`config.mk`:
```
export PLATFORM = sky130hd
export DESIGN_NAME = i2cr_rx
export DESIGN_NICKNAME = d
export VERILOG_FILES = /design/src/rtl/i2cr_pkg.sv /design/src/rtl/i2cr_sync.sv /design/src/rtl/i2cr_shift.sv /design/src/rtl/i2cr_ctrl.sv /design/src/rtl/i2cr_rx.sv
export SDC_FILE = /design/constraint.sdc
export NUM_CORES = 1
export LEC_CHECK = 0
export BUFFER_PORTS_ARGS = -buffer_cell sky130_fd_sc_hd__buf_2
export CORE_MARGIN = 2
export CORE_UTILIZATION = 52
export DETAILED_ROUTE_END_ITERATION = 10
export PLACE_DENSITY_LB_ADDON = 0.08
export SETUP_SLACK_MARGIN = 0.2
export SLEW_MARGIN = 0
export SYNTH_ARGS = -nofsm -noshare
export SYNTH_HDL_FRONTEND = slang
export SYNTH_HIERARCHICAL = 1
export SYNTH_SLANG_ARGS = --single-unit
```
`constraint.sdc`:
```
create_clock -name clk -period 1.4 [get_ports clk]
set_input_delay 0.14 -clock clk [delete_from_list [all_inputs] [get_ports clk]]
set_output_delay 0.14 -clock clk [all_outputs]
set_load 0.02 [all_outputs]
```
`src/rtl/i2cr_pkg.sv`:
```
package i2cr_pkg;
  localparam int BYTE_W = 8;

  typedef enum logic [2:0] {
    ST_IDLE,
    ST_ADDR,
    ST_ADDR_LO,
    ST_DATA,
    ST_SKIP
  } rx_state_e;

  localparam logic [1:0] RA_RXBUF = 2'd0;
  localparam logic [1:0] RA_SLADR = 2'd1;
  localparam logic [1:0] RA_CTRL  = 2'd2;
  localparam logic [1:0] RA_STAT  = 2'd3;

  localparam int CTRL_EN  = 0;
  localparam int CTRL_TEN = 1;

  localparam int STAT_FULL = 0;
  localparam int STAT_OVF  = 1;
  localparam int STAT_IRQ  = 2;
  localparam int STAT_UPD  = 3;
  localparam int STAT_RW   = 4;

  localparam logic [4:0] TEN_PREFIX = 5'b11110;
endpackage

```
`src/rtl/i2cr_sync.sv`:
```
module i2cr_sync #(
  parameter int STAGES = 2
) (
  input  logic clk,
  input  logic rst_n,
  input  logic scl_i,
  input  logic sda_i,
  output logic sda_s,
  output logic scl_rise,
  output logic scl_fall,
  output logic start_det,
  output logic stop_det
);
  localparam int LINES = 2;

  logic [LINES-1:0] line_in;
  logic [LINES-1:0] line_s;
  logic [LINES-1:0] line_q;

  assign line_in = {sda_i, scl_i};

  for (genvar g = 0; g < LINES; g++) begin : g_line
    logic [STAGES-1:0] chain;
    always_ff @(posedge clk or negedge rst_n) begin
      if (!rst_n) chain <= '1;
      else        chain <= {chain[STAGES-2:0], line_in[g]};
    end
    assign line_s[g] = chain[STAGES-1];
  end

  always_ff @(posedge clk or negedge rst_n) begin
    if (!rst_n) line_q <= '1;
    else        line_q <= line_s;
  end

  assign sda_s     = line_s[1];
  assign scl_rise  = line_s[0] & ~line_q[0];
  assign scl_fall  = ~line_s[0] & line_q[0];
  assign start_det = line_s[0] & line_q[0] & line_q[1] & ~line_s[1];
  assign stop_det  = line_s[0] & line_q[0] & ~line_q[1] & line_s[1];
endmodule

```
`src/rtl/i2cr_shift.sv`:
```
module i2cr_shift
  import i2cr_pkg::*;
(
  input  logic              clk,
  input  logic              rst_n,
  input  logic              clr,
  input  logic              scl_rise,
  input  logic              scl_fall,
  input  logic              sda_s,
  output logic [BYTE_W-1:0] sr,
  output logic              byte_end,
  output logic              ack_end
);
  localparam int CNT_W = $clog2(BYTE_W + 2);
  localparam logic [CNT_W-1:0] CNT_BYTE = CNT_W'(BYTE_W);
  localparam logic [CNT_W-1:0] CNT_ACK  = CNT_W'(BYTE_W + 1);

  logic [CNT_W-1:0]  cnt_q, cnt_d;
  logic [BYTE_W-1:0] sr_q, sr_d;
  logic              cnt_en, sr_en;

  assign byte_end = scl_fall && (cnt_q == CNT_BYTE);
  assign ack_end  = scl_fall && (cnt_q == CNT_ACK);

  always_comb begin
    cnt_d  = cnt_q;
    sr_d   = sr_q;
    cnt_en = 1'b0;
    sr_en  = 1'b0;
    if (clr || ack_end) begin
      cnt_d  = '0;
      cnt_en = 1'b1;
    end else if (scl_rise && (cnt_q < CNT_ACK)) begin
      cnt_d  = cnt_q + 1'b1;
      cnt_en = 1'b1;
      if (cnt_q < CNT_BYTE) begin
        sr_d  = {sr_q[BYTE_W-2:0], sda_s};
        sr_en = 1'b1;
      end
    end
  end

  always_ff @(posedge clk or negedge rst_n) begin
    if (!rst_n) begin
      cnt_q <= '0;
      sr_q  <= '0;
    end else begin
      if (cnt_en) cnt_q <= cnt_d;
      if (sr_en)  sr_q  <= sr_d;
    end
  end

  assign sr = sr_q;
endmodule

```
`src/rtl/i2cr_ctrl.sv`:
```
module i2cr_ctrl
  import i2cr_pkg::*;
(
  input  logic              clk,
  input  logic              rst_n,
  input  logic              enable,
  input  logic              ten_bit,
  input  logic              start_det,
  input  logic              stop_det,
  input  logic              byte_end,
  input  logic              ack_end,
  input  logic [BYTE_W-1:0] sr,
  input  logic [BYTE_W-1:0] adr,
  input  logic              buf_full,
  input  logic              ovf,
  output logic              xfer,
  output logic              set_ovf,
  output logic              set_irq,
  output logic              set_upd,
  output logic              rw_we,
  output logic              sda_pd
);
  rx_state_e state_q, state_d;
  logic ten_ok_q, ten_ok_d;
  logic ack_q, ack_d;
  logic irqp_q, irqp_d;
  logic updp_q, updp_d;
  logic act, upd_ev, rw_ev;
  logic seven_ok, hi_ok, lo_ok;

  assign seven_ok = (sr[BYTE_W-1:1] == adr[BYTE_W-1:1]);
  assign hi_ok    = (sr[BYTE_W-1:3] == TEN_PREFIX) && (sr[2:1] == adr[2:1]);
  assign lo_ok    = (sr == adr);

  always_comb begin
    state_d  = state_q;
    ten_ok_d = ten_ok_q;
    ack_d    = ack_q;
    irqp_d   = irqp_q;
    updp_d   = updp_q;
    act      = 1'b0;
    upd_ev   = 1'b0;
    rw_ev    = 1'b0;
    if (!enable || stop_det) begin
      state_d  = ST_IDLE;
      ten_ok_d = 1'b0;
      ack_d    = 1'b0;
      irqp_d   = 1'b0;
      updp_d   = 1'b0;
    end else if (start_det) begin
      if (state_q == ST_IDLE) ten_ok_d = 1'b0;
      state_d = ST_ADDR;
      ack_d   = 1'b0;
      irqp_d  = 1'b0;
      updp_d  = 1'b0;
    end else if (byte_end) begin
      unique case (state_q)
        ST_ADDR: begin
          state_d = ST_SKIP;
          if (!ten_bit) begin
            if (seven_ok) begin
              act     = 1'b1;
              rw_ev   = 1'b1;
              state_d = sr[0] ? ST_SKIP : ST_DATA;
            end
          end else if (hi_ok && !sr[0]) begin
            act      = 1'b1;
            upd_ev   = 1'b1;
            rw_ev    = 1'b1;
            ten_ok_d = 1'b0;
            state_d  = ST_ADDR_LO;
          end else if (hi_ok && ten_ok_q) begin
            act   = 1'b1;
            rw_ev = 1'b1;
          end
        end
        ST_ADDR_LO: begin
          if (lo_ok) begin
            act      = 1'b1;
            upd_ev   = 1'b1;
            ten_ok_d = 1'b1;
            state_d  = ST_DATA;
          end else begin
            state_d = ST_SKIP;
          end
        end
        ST_DATA: act = 1'b1;
        default: ;
      endcase
      ack_d  = act && !buf_full && !ovf;
      irqp_d = act;
      updp_d = upd_ev;
    end else if (ack_end) begin
      ack_d  = 1'b0;
      irqp_d = 1'b0;
      updp_d = 1'b0;
    end
  end

  always_ff @(posedge clk or negedge rst_n) begin
    if (!rst_n) begin
      state_q  <= ST_IDLE;
      ten_ok_q <= 1'b0;
      ack_q    <= 1'b0;
      irqp_q   <= 1'b0;
      updp_q   <= 1'b0;
    end else begin
      state_q  <= state_d;
      ten_ok_q <= ten_ok_d;
      ack_q    <= ack_d;
      irqp_q   <= irqp_d;
      updp_q   <= updp_d;
    end
  end

  assign xfer    = act && !buf_full && !ovf;
  assign set_ovf = act && buf_full;
  assign set_irq = ack_end && irqp_q && enable;
  assign set_upd = ack_end && updp_q && enable;
  assign rw_we   = rw_ev;
  assign sda_pd  = ack_q;
endmodule

```
`src/rtl/i2cr_rx.sv`:
```
module i2cr_rx
  import i2cr_pkg::*;
#(
  parameter int SYNC_STAGES = 2,
  parameter int RST_STAGES  = 2
) (
  input  logic       clk,
  input  logic       rst_n,
  input  logic       scl_i,
  input  logic       sda_i,
  output logic       scl_pd_o,
  output logic       sda_pd_o,
  output logic       irq_o,
  input  logic       reg_wr_i,
  input  logic       reg_rd_i,
  input  logic [1:0] reg_addr_i,
  input  logic [7:0] reg_wdata_i,
  output logic [7:0] reg_rdata_o
);
  logic [RST_STAGES-1:0] rst_chain;
  logic                  rst_n_s;

  always_ff @(posedge clk or negedge rst_n) begin
    if (!rst_n) rst_chain <= '0;
    else        rst_chain <= {rst_chain[RST_STAGES-2:0], 1'b1};
  end
  assign rst_n_s = rst_chain[RST_STAGES-1];

  logic sda_s, scl_rise, scl_fall, start_det, stop_det;
  logic [BYTE_W-1:0] sr;
  logic byte_end, ack_end;
  logic xfer, set_ovf, set_irq, set_upd, rw_we, ack_drv;

  logic en_q, en_d, ten_q, ten_d;
  logic [BYTE_W-1:0] adr_q, adr_d, buf_q, buf_d;
  logic full_q, full_d, ovf_q, ovf_d, irq_q, irq_d, upd_q, upd_d, rw_q, rw_d;
  logic wr_adr, wr_ctl, wr_st, rd_buf;

  i2cr_sync #(.STAGES(SYNC_STAGES)) u_sync (
    .clk(clk), .rst_n(rst_n_s), .scl_i(scl_i), .sda_i(sda_i),
    .sda_s(sda_s), .scl_rise(scl_rise), .scl_fall(scl_fall),
    .start_det(start_det), .stop_det(stop_det)
  );

  i2cr_shift u_shift (
    .clk(clk), .rst_n(rst_n_s), .clr(start_det | stop_det | ~en_q),
    .scl_rise(scl_rise), .scl_fall(scl_fall), .sda_s(sda_s),
    .sr(sr), .byte_end(byte_end), .ack_end(ack_end)
  );

  i2cr_ctrl u_ctrl (
    .clk(clk), .rst_n(rst_n_s), .enable(en_q), .ten_bit(ten_q),
    .start_det(start_det), .stop_det(stop_det),
    .byte_end(byte_end), .ack_end(ack_end), .sr(sr), .adr(adr_q),
    .buf_full(full_q), .ovf(ovf_q),
    .xfer(xfer), .set_ovf(set_ovf), .set_irq(set_irq), .set_upd(set_upd),
    .rw_we(rw_we), .sda_pd(ack_drv)
  );

  assign wr_adr = reg_wr_i && (reg_addr_i == RA_SLADR);
  assign wr_ctl = reg_wr_i && (reg_addr_i == RA_CTRL);
  assign wr_st  = reg_wr_i && (reg_addr_i == RA_STAT);
  assign rd_buf = reg_rd_i && (reg_addr_i == RA_RXBUF);

  always_comb begin
    en_d   = wr_ctl ? reg_wdata_i[CTRL_EN]  : en_q;
    ten_d  = wr_ctl ? reg_wdata_i[CTRL_TEN] : ten_q;
    adr_d  = wr_adr ? reg_wdata_i : adr_q;
    buf_d  = xfer ? sr : buf_q;
    rw_d   = rw_we ? sr[0] : rw_q;
    full_d = full_q;
    if (rd_buf) full_d = 1'b0;
    if (xfer)   full_d = 1'b1;
    ovf_d = ovf_q;
    if (wr_st && reg_wdata_i[STAT_OVF]) ovf_d = 1'b0;
    if (set_ovf)                        ovf_d = 1'b1;
    irq_d = irq_q;
    if (wr_st && reg_wdata_i[STAT_IRQ]) irq_d = 1'b0;
    if (set_irq)                        irq_d = 1'b1;
    upd_d = upd_q;
    if (wr_adr)  upd_d = 1'b0;
    if (set_upd) upd_d = 1'b1;
  end

  always_ff @(posedge clk or negedge rst_n_s) begin
    if (!rst_n_s) begin
      en_q   <= 1'b0;
      ten_q  <= 1'b0;
      adr_q  <= '0;
      buf_q  <= '0;
      rw_q   <= 1'b0;
      full_q <= 1'b0;
      ovf_q  <= 1'b0;
      irq_q  <= 1'b0;
      upd_q  <= 1'b0;
    end else begin
      en_q   <= en_d;
      ten_q  <= ten_d;
      adr_q  <= adr_d;
      buf_q  <= buf_d;
      rw_q   <= rw_d;
      full_q <= full_d;
      ovf_q  <= ovf_d;
      irq_q  <= irq_d;
      upd_q  <= upd_d;
    end
  end

  always_comb begin
    reg_rdata_o = '0;
    unique case (reg_addr_i)
      RA_RXBUF: reg_rdata_o = buf_q;
      RA_SLADR: reg_rdata_o = adr_q;
      RA_CTRL: begin
        reg_rdata_o[CTRL_EN]  = en_q;
        reg_rdata_o[CTRL_TEN] = ten_q;
      end
      default: begin
        reg_rdata_o[STAT_FULL] = full_q;
        reg_rdata_o[STAT_OVF]  = ovf_q;
        reg_rdata_o[STAT_IRQ]  = irq_q;
        reg_rdata_o[STAT_UPD]  = upd_q;
        reg_rdata_o[STAT_RW]   = rw_q;
      end
    endcase
  end

  assign scl_pd_o = upd_q & en_q;
  assign sda_pd_o = ack_drv;
  assign irq_o    = irq_q;
endmodule

```
Yosys cells after proc, flatten, opt, wreduce, memory -nomap -nowiden
Index checks and enable logic that the tools add are counted.

Bits in registers: 50. Bits in latches: 0. RAM bits: 0. Bits in read-only memories: 0. Input bits: 16. Output and inout bits: 11. Word-level logic and storage cells: 160. Memories: 0.

$add $sub $neg: 1. Multiply operators: 0. Divide/modulo/power cells: 0. $lt $le $gt $ge: 2. Eq/ne operators: 16. Shift-type cells: 0. Mux-type cells: 64. Bitwise operators: 16. Reduce and logical (&&, ||, !) cells: 41.

Operators with widths (count): $mux 1 (47); $mux 3 (8); $logic_and 1x1->1 (21); $pmux 3 s2 (2); $reduce_bool 2->1 (5); $pmux 3 s3 (1); $and 1x1->1 (8); $eq 4x4->1 const B (2); $eq 8x8->1 (1); $lt 4x4->1 const B (2); $mux 4 (2); $ne 4x2->1 const B (2); $reduce_bool 4->1 (2); $eq 7x7->1 (1); $eq 3x2->1 const B (2); $not 1->1 (6); $pmux 2 s3 (1); $reduce_and 6->1 (1); $eq 5x5->1 const B (1); $add 4x1->4 const B (1); $eq 2x2->1 const B (2); $logic_not 1->1 (4); $ne 4x3->1 const B (1); $pmux 1 s2 (2); 12 further kinds (15).

Longest topological paths before layout
Word-level depth: 16. Depth in mapped cells: 10. Gate-level depth less buffers: 9.

By module
The synthesis kept the hierarchy.

By module, submodules not included: i2cr_rx (times used 1, cells each 78, area each 1117.3 µm², sequential area each 625.6 µm²); i2cr_ctrl (times used 1, cells each 69, area each 606.8 µm², sequential area each 175.2 µm²); i2cr_shift (times used 1, cells each 46, area each 579.3 µm², sequential area each 300.3 µm²); i2cr_sync (times used 1, cells each 10, area each 190.2 µm², sequential area each 157.7 µm²).

Least setup slack after synthesis
OpenSTA, ideal clock, no wires.

Kind: register -> register. Start point: register u_sync.g_line[1].chain[1]. End point: register buf_q[0]. Library setup time: 0.125 ns. Arrival time: 2.184 ns. Data required time: 1.275 ns. Slack: -0.908 ns. Cell stages (with the launch flop): 9. Path buffers: 1. Period minus slack after synthesis: 2.308 ns. Path through: dfstp_2 > and4b_1 > nor3b_2 > nand2_1 > nor3b_1 > a32oi_1 > nor3_1 > buf_2 > mux2_2.

Word-level cells in the longest chain between the ends: 6. Elaborated cells on any way between the ends: 8. Classes of those cells: mux (2); bitwise (3); reduce/logical (3).

Ends and longest elaborated chain: start, declared (line i2cr_sync.sv:23) `logic [STAGES-1:0] chain;`; start signal, assigned (line i2cr_sync.sv:26) `else chain <= {chain[STAGES-2:0], line_in[g]};`; $not 1->1 (line i2cr_sync.sv:39) `assign start_det = line_s[0] & line_q[0] & line_q[1] & ~line_s[1];`; $and 1x1->1 (line i2cr_sync.sv:39); named net start_det (line i2cr_rx.sv:29) `logic sda_s, scl_rise, scl_fall, start_det, stop_det;`; $mux 1 (line i2cr_ctrl.sv:50) `end else if (start_det) begin`; $mux 1 (line i2cr_ctrl.sv:44) `if (!enable || stop_det) begin`; $logic_and 1x1->1 (2 in a row) (line i2cr_ctrl.sv:116) `assign xfer = act && !buf_full && !ovf;`; end signal, assigned (line i2cr_rx.sv:100) `buf_q <= buf_d;`; end, declared (line i2cr_rx.sv:35) `logic [BYTE_W-1:0] adr_q, adr_d, buf_q, buf_d;`.

The timed path passes the listed nets, and every way through them passes these cells. A chain may end at the register's enable or synchronous reset.

Final worst setup path
Start point: register u_sync.g_line[1].chain[1]. End point: register buf_q[7].

Same word-level chain as after synthesis.

==> results.sh <==
export IMPL_status="finished with violations"
export IMPL_violations="negative setup slack"
export IMPL_hp_class="in2reg"
export IMPL_firstDrtPassIters=4
export IMPL_synth_common_cells="dfrtp_1 (44), mux2_2 (28), nand2_1 (14)"
export IMPL_ys_flop_type="dfrtp_1"
export IMPL_gr_total_overflow=0
export IMPL_p_leak_nw=1.73
export IMPL_clock_skew_ns=0.00312
export IMPL_syn_num_nets=222
export IMPL_avgSynthCellArea_sq_um=12.3
export IMPL_synth_top_area_share_pct=44.2
export IMPL_switching_share_pct=30.8
export IMPL_hold_path_depth=2
export IMPL_drive_gt1_share_pct=58.1
export IMPL_synth_distinct_cells=48
export IMPL_grt_pass1_wl_um=10100
export IMPL_max_freq_mhz=445
export IMPL_finalPower_mw=4.18
export IMPL_ant_nets=0
export IMPL_crit_type="reg2reg"
export IMPL_grt_max_degree=30
export IMPL_rr_worst_depth=8
export IMPL_drt_iter0_markers=139
export IMPL_ys_seq_area_share_pct=50.5
export IMPL_mappedNetlistArea_sq_um=2490
export IMPL_avgRoutedWirePerCell_um=17.7
export IMPL_r2r_end="buf_q[7]$_DFFE_PN0P_"
export IMPL_cts_made_buffers=5
export IMPL_tritoncts="built"
export IMPL_clkLatencyLatePin_ns=0.30
export IMPL_min_delay_start="reg_wdata_i[5]"
export IMPL_synth_seq_cells=50
export IMPL_cp_max_fo=5
export IMPL_powerDensity_nw_per_um2=1160
export IMPL_cts_sinks=50
export IMPL_yosysTopAreaCell="dfrtp_1"
export IMPL_viasPerCell=5.67
export IMPL_route_detailed_drc=0
export IMPL_yosysMostFrequentCell="dfrtp_1"
export IMPL_fill_cells=277
export IMPL_finalHoldViolations=0
export IMPL_reg2reg_slack_ns=-0.85
export IMPL_syn2layout_area_growth_pct=44.6
export IMPL_antenna_found_initial=0
export IMPL_seq_area_sq_um=1260
export IMPL_coreArea_sq_um=4660
export IMPL_dp_final_hpwl_um=4320
export IMPL_cp_end_kind="flop"
export IMPL_combPwrFrac_pct=36.9
export IMPL_die_w_um=73.3
export IMPL_wirelength_um=6280
export IMPL_final_nets=319
export IMPL_routabilityCongestion=0.922
export IMPL_synth_edf_count=0
export IMPL_cp_endpoint="buf_q[7]$_DFFE_PN0P_"
export IMPL_switchingPower_mw=1.29
export IMPL_num_vias=2014
export IMPL_rsz0062_at_grt="yes"
export IMPL_async_flop_share_pct=100
export IMPL_grt_pass1_vias=2125
export IMPL_die_area_sq_um=5370
export IMPL_pre_cts_slack_ns=-0.857
export IMPL_worstPathRequired_ns=1.59
export IMPL_drv_slew=0
export IMPL_num_antenna_cells=0
export IMPL_core_rowCount=25
export IMPL_h_tree_depth=2
export IMPL_cts_clk_slew_worst_paths_ns=0.09
export IMPL_vdd_drop_max_v=0.000822
export IMPL_whs_ns=0.0698
export IMPL_setup_violations_final=34
export IMPL_die_y_um=73.3
export IMPL_drv_cap=0
export IMPL_layout_min_cycle_time_ns=2.25
export IMPL_arrival_ns=2.44
export IMPL_postSynthCellCount=203
export IMPL_cts_path_max_buffers=2
export IMPL_port_buffers=26
export IMPL_grt_use_total_pct=24.9
export IMPL_timing_final_crit_share_pct=161
export IMPL_yosys_top_cells_area="dfrtp_1 (44%), mux2_2 (13%), dfstp_2 (6.3%)"
export IMPL_multi_input_area_sq_um=1420
export IMPL_initial_core_util_pct=53.5
export IMPL_cts_root_buf="clkbuf_8"
export IMPL_pwr_share_seq_pct=42.6
export IMPL_fin_ws_ns=-0.849
export IMPL_io_pins=27
export IMPL_critPathLaunch="u_sync/g_line[1].chain[1]$_DFF_PN1_"
export IMPL_power_internal_mw=2.89
export IMPL_clockPowerShare_pct=20.5
export IMPL_critPathLaunchType="flop"
export IMPL_synth_warnings=6
export IMPL_fin_tns_setup_ns=-17.43
export IMPL_regToRegStartpoint="u_sync/g_line[1].chain[1]$_DFF_PN1_"
## worst min-delay path by stage
stage | to | slack (ns)
after global placement | rst_chain[0]$_DFF_PN0_ | -0.08
after global routing | adr_q[4]$_DFFE_PN0P_ | 0.05
final | adr_q[5]$_DFFE_PN0P_ | 0.07
after floorplan | rst_chain[0]$_DFF_PN0_ | -0.16
after detailed placement | rst_chain[0]$_DFF_PN0_ | -0.07
after CTS | adr_q[5]$_DFFE_PN0P_ | 0.06
## layout by cell type (no fill, tap or decap), types with 4 or more instances in the layout
cell type,instances
buf_2,18
a21o_1,5
o21ai_1,4
mux2i_1,7
dfrtp_1,43
buf_4,53
mux2_2,16
clkbuf_8,6
xnor2_1,7
dfstp_2,6
mux2_4,12
nor2_1,4
buf_6,19
nor3b_4,6
nand2_1,10
nand3b_1,6
## flip-flops by register name, indices dropped and copies added (netlist names)
register / count
adr_q: 8
buf_q: 8
u_shift/sr: 8
u_shift/cnt_q: 4
u_sync/g_line.chain: 4
u_ctrl/state_q: 3
rst_chain: 2
u_sync/line_q: 2
en_q: 1
full_q: 1
irq_o: 1
ovf_q: 1
rw_q: 1
ten_q: 1
u_ctrl/irqp_q: 1
u_ctrl/sda_pd: 1
u_ctrl/ten_ok_q: 1
u_ctrl/updp_q: 1
upd_q: 1
## cell families after synthesis
logic type               after synthesis  share of synthesized area [%]
flip-flops                            50                           50.5
AND/OR/NAND/NOR                       66                           16.9
multiplexers                          39                           18.1
other                                  1                          0.150
AO/OA/AOI/OAI                         27                           7.73
XOR/XNOR                               9                           3.16
buffers and inverters                  8                           2.01
adder cells (fa/ha/maj)                3                           1.51
## critical path, cell delays in order, from the launching register on
cell and delay (ns):
dfstp_2 0.53, and4b_2 0.25, nor3b_4 0.23, nand2_2 0.12, nor2_2 0.15, a32oi_2 0.14
nor3_2 0.19, buf_4 0.20, mux2_2 0.34
## area by class of cell
cell class	instances	area share, %
clock buffers	7	2.39
flip-flops and latches	50	35.0
multi-input cells	145	39.4
well taps	54	1.87
repair buffers	94	20.9
clock inverters	1	0.139
inverters	4	0.417
## power by group through the flow
| stage | registers [mW] | logic, mW | clock network, mW |
|---|---|---|---|
| after floorplan | 1.83 | 0.628 | 0 |
| after global placement | 1.79 | 1.18 | 0 |
| after detailed placement | 1.80 | 1.23 | 0 |
| after CTS | 1.78 | 1.46 | 0.876 |
| after global routing | 1.80 | 1.64 | 0.949 |
| final | 1.78 | 1.54 | 0.855 |
## timing repair
| item | 4_1_cts | 5_1_grt |
|---|---|---|
| endpoints found under the setup margin | 41 | 41 |
| hold endpoints to repair | 4 | 0 |
| gates cloned | 1 | 0 |
| setup buffers | 12 | 4 |
| resized for setup | 54 | 12 |
| hold buffers | 3 | 0 |
| pin swaps | 16 | 8 |
## stage by stage
stage	util (%)	instance area, sq um	cells
2_1_floorplan	-	2580	203
3_3_place_gp	66.8	3110	327
3_5_place_dp	66.8	3110	327
4_1_cts	75.7	3530	351
5_1_grt	77.3	3600	355
6_report	77.3	3600	355
## routing by layer
layer	GRT usage (%)	vias up	wire length, um
li1	-	941	-
met1	31.1	1001	2710
met2	41.8	58	3210
met3	4.80	14	206
met4	10.7	0	148
met5	0	-	0
No activity file was read; power rests on OpenSTA's default activity.
